## src/rtl/satt_pkg.sv

```systemverilog
`timescale 1ns/1ps
package satt_pkg;

   typedef enum logic {
      SRC_PARALLEL = 1'b0,
      SRC_SERIAL   = 1'b1
   } src_mode_e;

   // start-up level picked by the two select pins, for a word of 'bits' width
   function automatic int unsigned pup_level(input logic [1:0] sel, input int unsigned bits);
      int unsigned lvl;
      case (sel)
         2'b00:   lvl = 0;
         2'b01:   lvl = 1 << (bits - 2);
         2'b10:   lvl = 1 << (bits - 1);
         default: lvl = (1 << bits) - 1;
      endcase
      return lvl;
   endfunction

endpackage

```

## src/rtl/satt_sync.sv

```systemverilog
`timescale 1ns/1ps
module satt_sync #(
   parameter int W      = 8,
   parameter int STAGES = 2
) (
   input  logic         clk,
   input  logic         rst_n,
   input  logic [W-1:0] async_in,
   output logic [W-1:0] sync_out
);

   if (STAGES < 2) begin : g_bad_depth
      $error("satt_sync needs at least two stages");
   end

   logic [W-1:0] stg [STAGES];

   for (genvar s = 0; s < STAGES; s++) begin : g_stage
      if (s == 0) begin : g_first
         always_ff @(posedge clk or negedge rst_n) begin
            if (!rst_n) stg[0] <= '0;
            else        stg[0] <= async_in;
         end
      end else begin : g_next
         always_ff @(posedge clk or negedge rst_n) begin
            if (!rst_n) stg[s] <= '0;
            else        stg[s] <= stg[s-1];
         end
      end
   end

   assign sync_out = stg[STAGES-1];

endmodule

```

## src/rtl/satt_shift.sv

```systemverilog
`timescale 1ns/1ps
module satt_shift #(
   parameter int ATT_BITS = 5,
   localparam int SH_W    = ATT_BITS + 1
) (
   input  logic            clk,
   input  logic            rst_n,
   input  logic            sclk_s,
   input  logic            sdata_s,
   input  logic            load,
   input  logic [SH_W-1:0] load_word,
   output logic [SH_W-1:0] word
);

   logic sclk_prev;
   logic sclk_rise;

   assign sclk_rise = sclk_s & ~sclk_prev;

   always_ff @(posedge clk or negedge rst_n) begin
      if (!rst_n) begin
         sclk_prev <= 1'b0;
         word      <= '0;
      end else begin
         sclk_prev <= sclk_s;
         if (load)           word <= load_word;
         else if (sclk_rise) word <= {word[SH_W-2:0], sdata_s};
      end
   end

   // no movement without a detected serial clock edge
   a_r3_shift_only_on_edge: assert property (@(posedge clk) disable iff (!rst_n)
      (!load && !sclk_rise) |=> $stable(word));

   // the new LSB is the data seen at the edge
   a_r3_shift_takes_data: assert property (@(posedge clk) disable iff (!rst_n)
      (!load && sclk_rise) |=> (word[0] == $past(sdata_s)));

endmodule

```

## src/rtl/satt_latch.sv

```systemverilog
`timescale 1ns/1ps
module satt_latch
   import satt_pkg::*;
#(
   parameter int ATT_BITS    = 5,
   parameter int SYNC_STAGES = 2,
   localparam int SH_W       = ATT_BITS + 1,
   localparam int CNT_W      = $clog2(SYNC_STAGES + 1),
   localparam logic [CNT_W-1:0] LOAD_AT = CNT_W'(SYNC_STAGES)
) (
   input  logic                clk,
   input  logic                rst_n,
   input  src_mode_e           mode,
   input  logic                le,
   input  logic [ATT_BITS-1:0] par,
   input  logic [1:0]          pup,
   input  logic [SH_W-1:0]     sh_word,
   output logic                load,
   output logic [ATT_BITS-1:0] atten,
   output logic                err
);

   logic [CNT_W-1:0]    cnt;
   logic                done;
   logic [ATT_BITS-1:0] init_val;

   assign load = !done && (cnt == LOAD_AT);

   always_comb begin
      if (mode == SRC_SERIAL || le) init_val = par;
      else                          init_val = ATT_BITS'(pup_level(pup, ATT_BITS));
   end

   always_ff @(posedge clk or negedge rst_n) begin
      if (!rst_n) begin
         cnt   <= '0;
         done  <= 1'b0;
         atten <= '0;
         err   <= 1'b0;
      end else if (!done) begin
         if (load) begin
            done  <= 1'b1;
            atten <= init_val;
         end else begin
            cnt <= cnt + 1'b1;
         end
      end else if (le) begin
         if (mode == SRC_SERIAL) begin
            if (sh_word[0]) err   <= 1'b1;
            else            atten <= sh_word[SH_W-1:1];
         end else begin
            atten <= par;
         end
      end
   end

   // closed latch holds
   a_r5_hold_when_closed: assert property (@(posedge clk) disable iff (!rst_n)
      (done && !le) |=> $stable(atten));

   // direct parallel path
   a_r6_direct_follows: assert property (@(posedge clk) disable iff (!rst_n)
      (done && le && mode == SRC_PARALLEL) |=> (atten == $past(par)));

   // error is sticky
   a_r11_err_sticky: assert property (@(posedge clk) disable iff (!rst_n)
      err |=> err);

   // bad stop bit leaves the output alone and flags
   a_r11_bad_stop_holds: assert property (@(posedge clk) disable iff (!rst_n)
      (done && le && mode == SRC_SERIAL && sh_word[0]) |=> ($stable(atten) && err));

   // start-up levels at the table ends
   a_r9_pup_top: assert property (@(posedge clk) disable iff (!rst_n)
      (load && mode == SRC_PARALLEL && !le && pup == 2'b11) |=> (&atten));
   a_r9_pup_zero: assert property (@(posedge clk) disable iff (!rst_n)
      (load && mode == SRC_PARALLEL && !le && pup == 2'b00) |=> (atten == '0));

endmodule

```

## src/rtl/step_atten_ctrl.sv

```systemverilog
`timescale 1ns/1ps
module step_atten_ctrl
   import satt_pkg::*;
#(
   parameter int ATT_BITS    = 5,
   parameter int SYNC_STAGES = 2,
   localparam int SH_W       = ATT_BITS + 1,
   localparam int SYNC_W     = ATT_BITS + 6
) (
   input  logic                clk,
   input  logic                rst_n,
   input  logic                mode_serial,
   input  logic                ser_data,
   input  logic                ser_clk,
   input  logic                ser_le,
   input  logic [ATT_BITS-1:0] par_word,
   input  logic [1:0]          pup_sel,
   output logic [ATT_BITS-1:0] atten_out,
   output logic                stop_err
);

   if (ATT_BITS < 3) begin : g_bad_bits
      $error("step_atten_ctrl needs ATT_BITS of at least 3");
   end

   logic [SYNC_W-1:0]   s_vec;
   logic                s_mode, s_data, s_clk, s_le;
   logic [1:0]          s_pup;
   logic [ATT_BITS-1:0] s_par;
   logic                load;
   logic [SH_W-1:0]     sh_word;

   satt_sync #(.W(SYNC_W), .STAGES(SYNC_STAGES)) u_sync (
      .clk      (clk),
      .rst_n    (rst_n),
      .async_in ({mode_serial, ser_data, ser_clk, ser_le, pup_sel, par_word}),
      .sync_out (s_vec)
   );

   assign {s_mode, s_data, s_clk, s_le, s_pup, s_par} = s_vec;

   satt_shift #(.ATT_BITS(ATT_BITS)) u_shift (
      .clk       (clk),
      .rst_n     (rst_n),
      .sclk_s    (s_clk),
      .sdata_s   (s_data),
      .load      (load),
      .load_word ({s_par, 1'b0}),
      .word      (sh_word)
   );

   satt_latch #(.ATT_BITS(ATT_BITS), .SYNC_STAGES(SYNC_STAGES)) u_latch (
      .clk     (clk),
      .rst_n   (rst_n),
      .mode    (src_mode_e'(s_mode)),
      .le      (s_le),
      .par     (s_par),
      .pup     (s_pup),
      .sh_word (sh_word),
      .load    (load),
      .atten   (atten_out),
      .err     (stop_err)
   );

endmodule

```

## config.mk

```make
export PLATFORM = sky130hd
export DESIGN_NAME = step_atten_ctrl
export DESIGN_NICKNAME = d
export VERILOG_FILES = /design/src/rtl/satt_pkg.sv /design/src/rtl/satt_sync.sv /design/src/rtl/satt_shift.sv /design/src/rtl/satt_latch.sv /design/src/rtl/step_atten_ctrl.sv
export SDC_FILE = /design/constraint.sdc
export NUM_CORES = 1
export LEC_CHECK = 0
export BUFFER_PORTS_ARGS = -buffer_cell sky130_fd_sc_hd__buf_4
export CORE_UTILIZATION = 49
export DETAILED_ROUTE_END_ITERATION = 6
export PLACE_DENSITY = 0.83
export SLEW_MARGIN = 30
export SYNTH_ARGS = -nofsm -noshare
export SYNTH_HDL_FRONTEND = slang
export SYNTH_SLANG_ARGS = --single-unit
```

## constraint.sdc

```tcl
create_clock -name clk -period 1.5 [get_ports clk]
set_clock_uncertainty 0.1 [all_clocks]
set_input_delay 0.3 -clock clk [delete_from_list [all_inputs] [get_ports clk]]
set_output_delay 0.3 -clock clk [all_outputs]
set_load 0.01 [all_outputs]
```

Word level (Yosys, flattened, before mapping)

Index checks and enable logic that the tools add are counted.

Add/subtract/negate cells: 1
Equality and inequality tests: 5
Mux-type cells: 11
Bitwise logic cells: 4
Reduce and logical (&&, ||, !) cells: 9

Operator list:

| cell                                                                  | number |
|---|---|
| 5-bit 2-to-1 mux                                                      | 6 |
| 5-bit one-hot mux with 3 select lines                                 | 1 |
| 6-bit 2-to-1 mux                                                      | 2 |
| 2-bit equality test, second input constant                            | 2 |
| 4-bit AND reduction                                                   | 1 |
| 2-bit nonzero test                                                    | 2 |
| 3-bit != test, second input constant                                  | 1 |
| 1-bit inverter                                                        | 3 |
| 3-bit AND reduction                                                   | 1 |
| 2-bit by 1-bit adder with 2-bit output, second input constant         | 1 |
| 2-bit by 1-bit equality test with 1-bit output, second input constant | 1 |
| 2-bit logical NOT                                                     | 1 |
| 1-bit 2-to-1 mux                                                      | 2 |
| 2-bit != test, second input constant                                  | 1 |
| 2-bit AND reduction                                                   | 1 |
| 1-bit bitwise AND                                                     | 1 |
| 1-bit logical AND                                                     | 1 |
| 1-bit logical NOT                                                     | 1 |
| 1-bit logical OR                                                      | 1 |

Flip-flop bits (word level): 38
Input port bits: 13
Output and inout bits: 6
Logic and storage cells: 38

Logic depth before layout (Yosys ltp)

Depth after elaboration: 5
Depth in mapped cells: 7

Modules after synthesis

From an unflattened synthesis, not the netlist that was laid out.

Cells, all modules: 115
Area total of the unflattened synthesis: 1586.5 µm²

Modules (own cells, without submodules):

| module          | instances | cells each | area each (µm²) | sequential area each (µm²) |
|---|---|---|---|---|
| satt_sync       | 1         | 33         | 633.1           | 550.5 |
| satt_latch      | 1         | 54         | 569.3           | 225.2 |
| satt_shift      | 1         | 27         | 380.4           | 175.2 |
| step_atten_ctrl | 1         | 1          | 3.8             | 0.0 |

Least setup slack after synthesis

Ideal clock, no wire load.

Kind: register to register
Start point: register u_sync.stg (netlist bit u_sync.sync_out[10])
End point: register u_latch.atten[0]
Library setup time: 0.095 ns
Data arrival time: 1.158 ns
Slack: 0.146 ns
Stages on the path, launching flop included: 6
Clock period less this slack: 1.354 ns
Cell sequence: dfrtp_1 -> buf_6 -> and2_4 -> buf_6 -> o21a_4 -> o31ai_1

Cells in the longest elaborated chain, start to end: 4

Ends and longest elaborated chain:

| element                           | line             | text |
|---|---|---|
| from (decl)                       | satt_sync.sv:16  | `logic [W-1:0] stg [STAGES];` |
| from (signal, indexed assignment) | satt_sync.sv:27  | `else stg[s] <= stg[s-1];` |
| 1-bit logical OR                  | satt_latch.sv:30 | `if (mode == SRC_SERIAL \|\| le) init_val = par;` |
| 5-bit 2-to-1 mux                  | satt_latch.sv:30 |  |
| 5-bit 2-to-1 mux                  | satt_latch.sv:41 | `if (load) begin` |
| 5-bit 2-to-1 mux                  | satt_latch.sv:40 | `end else if (!done) begin` |
| to (signal assigned)              | satt_latch.sv:43 | `atten <= init_val;` |
| to (signal assigned)              | satt_latch.sv:50 | `else atten <= sh_word[SH_W-1:1];` |
| to (signal assigned)              | satt_latch.sv:52 | `atten <= par;` |
| to (decl)                         | satt_latch.sv:19 | `output logic [ATT_BITS-1:0] atten,` |

Parallel ways exist; a longest one is shown, timed or not. The select of a mux whose other input is x is not followed.
A chain may end at the register's enable or synchronous reset.

Worst setup path after layout

Same ends and word-level chain as after synthesis.

==> key figures <==
Yosys
  • Mean Syn Cell Area: 13.69 µm²
  • Mapped Area: between 0.001 and 0.0015 mm²
  • Adder-cell area share of the yosys netlist: less than 1%
  • Post-synth EDFFs: 0
  • Yosys top cell area share: around two thirds
  • Mux share of post-synthesis cell area: under 10%
  • #FFs+latches synth: 38
  • XOR/XNOR share of the synthesized area: less than 1%
  • Compound-Gate Fraction of Synth Area: between 10% and 20%
  • Largest family of logic cells by synthesized area: compound AO/OA/AOI/OAI gates
  • Post-synthesis simple-gate area fraction: approximately 8.6%
  • Cell variety after synth: 25
  • Synth warn: 0
  • Top area cells in the synthesized netlist: dfrtp_1 67%, mux2i_1 7.7%, a211oi_1 2.6%, o211ai_1 2.6%, o31ai_1 2.6%
  • Yosys top cell by area: dfrtp_1
  • Mapped Nets: 118
  • Syn Inst Count: 104
  • Fraction of registers with async set/reset: 100.0%
  • Top FF cell, synth: dfrtp_1
  • Register area share after synthesis: approximately two thirds

Placement
  • Port bufs: 18
  • Placer Congestion: 0.8264
  • HPWL Detailed: about 1.6 mm

Drt
  • Total Routed Length: 2.390 mm
  • DR vias: 901
  • Routed len/inst: around 14 µm
  • First-pass detailed-route iteration total: 2
  • Initial DRC count: 12
  • Remaining DRCs: 0
  • Drt via density: around 5.3
  • ANT nets after route: 0

Floorplan
  • Die ar.: 0.003125 mm²
  • Core Area: approximately 0.0028 mm²
  • Die width: 55.91 µm
  • Die height: between 50 and 60 µm
  • Cell Rows: 19
  • Io pins: 19
  • Initial Util: 51.63%

STA
  • Rel. slew slack: between 70 and 80%
  • Min Tclk post-route: roughly 1.4 ns
  • RSZ-0062 raised after global routing: false
  • Final setup TNS: 0 ns
  • Achievable Freq: around 700 MHz
  • Fin. max-slew vios: 0
  • Worst Tran Pin Value: 0.4422 ns
  • Fin crit share: between 90% and 100%
  • # setup viols final: 0
  • Fin. Hold Viols: 0

CTS
  • Post-CTS Setup Inserts: 0
  • Clk Latency, worst-skew pair: 0.34 ns
  • Clk slew on worst S/H paths: approximately 0.11 ns
  • CTS Sinks: 38
  • Clock Path Buffers: 2
  • CTS H-tree depth: 2
  • CTS Buf Count: 5
  • Root buffer cell: clkbuf_4
  • CTS tree: yes

Final layout
  • FILL cells: between 200 and 250
  • Area of the multi-input gates: between 400 and 500 µm²
  • Synth-to-layout area growth: 24.34%
  • Reg area: around 950 µm²
  • Layout cells sized above 1: approximately 28%
  • Diode count: 0
  • Layout Nets: between 150 and 200

Global routing
  • Grt total ovfl: 0
  • Vias in the first global route: just under 1000
  • GRT Total Usage: 18.26%
  • Initial antenna violation count: 0
  • Global-route wire length before repair: roughly 4.2 mm
  • Largest net degree at the start of global routing: 39

Power and ir drop
  • Power Total: 2.099 mW
  • P_leak: roughly 0.79 nW
  • Cell Pwr Density: roughly 1200 mW/mm²
  • VDD IR max: 0.8702 mV

Worst setup path
  • Required @ worst endpoint: between 1.5 and 2 ns
  • Top fanout value on the critical path: 10
  • Setup CP Type: register to register
  • WP data arrival: 1.55 ns
  • Worst Setup Start Kind: register
  • Type of element capturing the critical path: register

Flow run
  • Max-Cap Viols: 0

Worst hold path
  • Worst Hold Class: register to register

Run status
  • Status: complete, no violations
## sequential cells by signal, indices dropped and copies added (netlist names)
name,cells
u_sync.stg,11
u_sync.sync_out,11
u_shift.word,6
u_latch.atten,5
u_latch.cnt,2
u_latch.done,1
u_latch.err,1
u_shift.sclk_prev,1
## layout by cell type (no fill, tap or decap), types with 2 or more instances in the layout
cell type,Yosys,final
inv_1,2,2
dlygate4sd3_1,0,12
clkbuf_4,0,5
o31ai_1,5,4
and2_1,5,5
dfrtp_1,38,37
a21oi_1,5,5
buf_4,0,21
nor2_1,6,6
nor3b_1,2,2
o211ai_1,5,5
a211oi_1,5,4
nand2_1,2,2
mux2i_1,11,11
## final cells by class
class                   count  share of cell area, %
flip-flops and latches     38                  53.78
multi-input cells          57                  24.59
repair buffers             33                  15.69
well taps                  31                  2.191
clock buffers               5                  2.120
clock inverters             3                  1.201
inverters                   2                 0.4240
## synth_stat cells (all sizes together), types with 2 or more instances
library cell   n
clkbuf         2
a21oi          5
o211ai         5
dfrtp         38
o31ai          5
and2           6
or2            2
a211oi         5
nor2           6
nor3b          2
inv            2
buf            5
nand2          2
mux2i         11
## layer usage
| metal | GRT usage, % | wire, µm | vias up |
|---|---|---|---|
| li1 | - | - | 431 |
| met1 | 20.22 | 985 | 446 |
| met2 | 32.19 | 1257 | 18 |
| met3 | 6.977 | 100 | 6 |
| met4 | 6.272 | 46 | 0 |
| met5 | 0 | 0 | - |
## power by group
part	total, mW	internal, mW	switching, mW	leakage, nW
clock network	0.527	0.182	0.345	0.0312
registers	1.23	1.15	0.0820	0.441
logic	0.341	0.198	0.143	0.318
total	2.10	1.53	0.570	0.790
## worst paths after layout
check | startpoint | to | slack [ns] | cells after the start
worst max-delay path | u_sync.sync_out[10]$_DFF_PN0_ | u_latch.atten[0]$_DFFE_PN0P_ | 0.09 | 3
worst min-delay path | u_sync.stg[20]$_DFF_PN0_ | u_sync.sync_out[9]$_DFF_PN0_ | 0.26 | 0
worst max register to register | u_sync.sync_out[10]$_DFF_PN0_ | u_latch.atten[0]$_DFFE_PN0P_ | 0.09 | 3
worst min register to register | u_sync.stg[20]$_DFF_PN0_ | u_sync.sync_out[9]$_DFF_PN0_ | 0.26 | 0
max in group asynchronous | rst_n | u_sync.sync_out[10]$_DFF_PN0_ | 0.63 | 2
min in group asynchronous | rst_n | u_sync.stg[11]$_DFF_PN0_ | 0.33 | 2
## worst max-delay path, cell delays in order (launching register included)
cell and delay [ns]:
dfrtp_2 0.50, or2_4 0.31, a211oi_1 0.29, o31ai_2 0.10
## logic make-up after synthesis
kind of cell | Yosys count
xor gates and xnor gates | 1
muxes | 11
DFF | 38
AOI/OAI and AO/OA | 23
and+or+nand+nor | 21
buffers and inverters | 9
adders and majority gates | 1
## per-stage QoR
stage          setup WS [ns]  instances  instance area, µm²  util (%)  hold WS [ns]
2_1_floorplan         0.1464        104                1424         -      -0.09559
3_3_place_gp          0.1237        149                1575     57.12        0.1753
3_5_place_dp         0.01780        149                1575     57.12        0.1859
4_1_cts              0.01642        169                1755     63.66        0.2625
5_1_grt             0.004309        169                1770     64.20        0.2691
6_report             0.08575        169                1770     64.20        0.2596
## what timing repair did
item	in CTS	in global routing
hold endpoints to repair	49	0
gates resized for setup	1	4
endpoints found under the setup margin	1	10
hold buffers	12	0
Note: power is estimated with default switching activity, not from simulation.
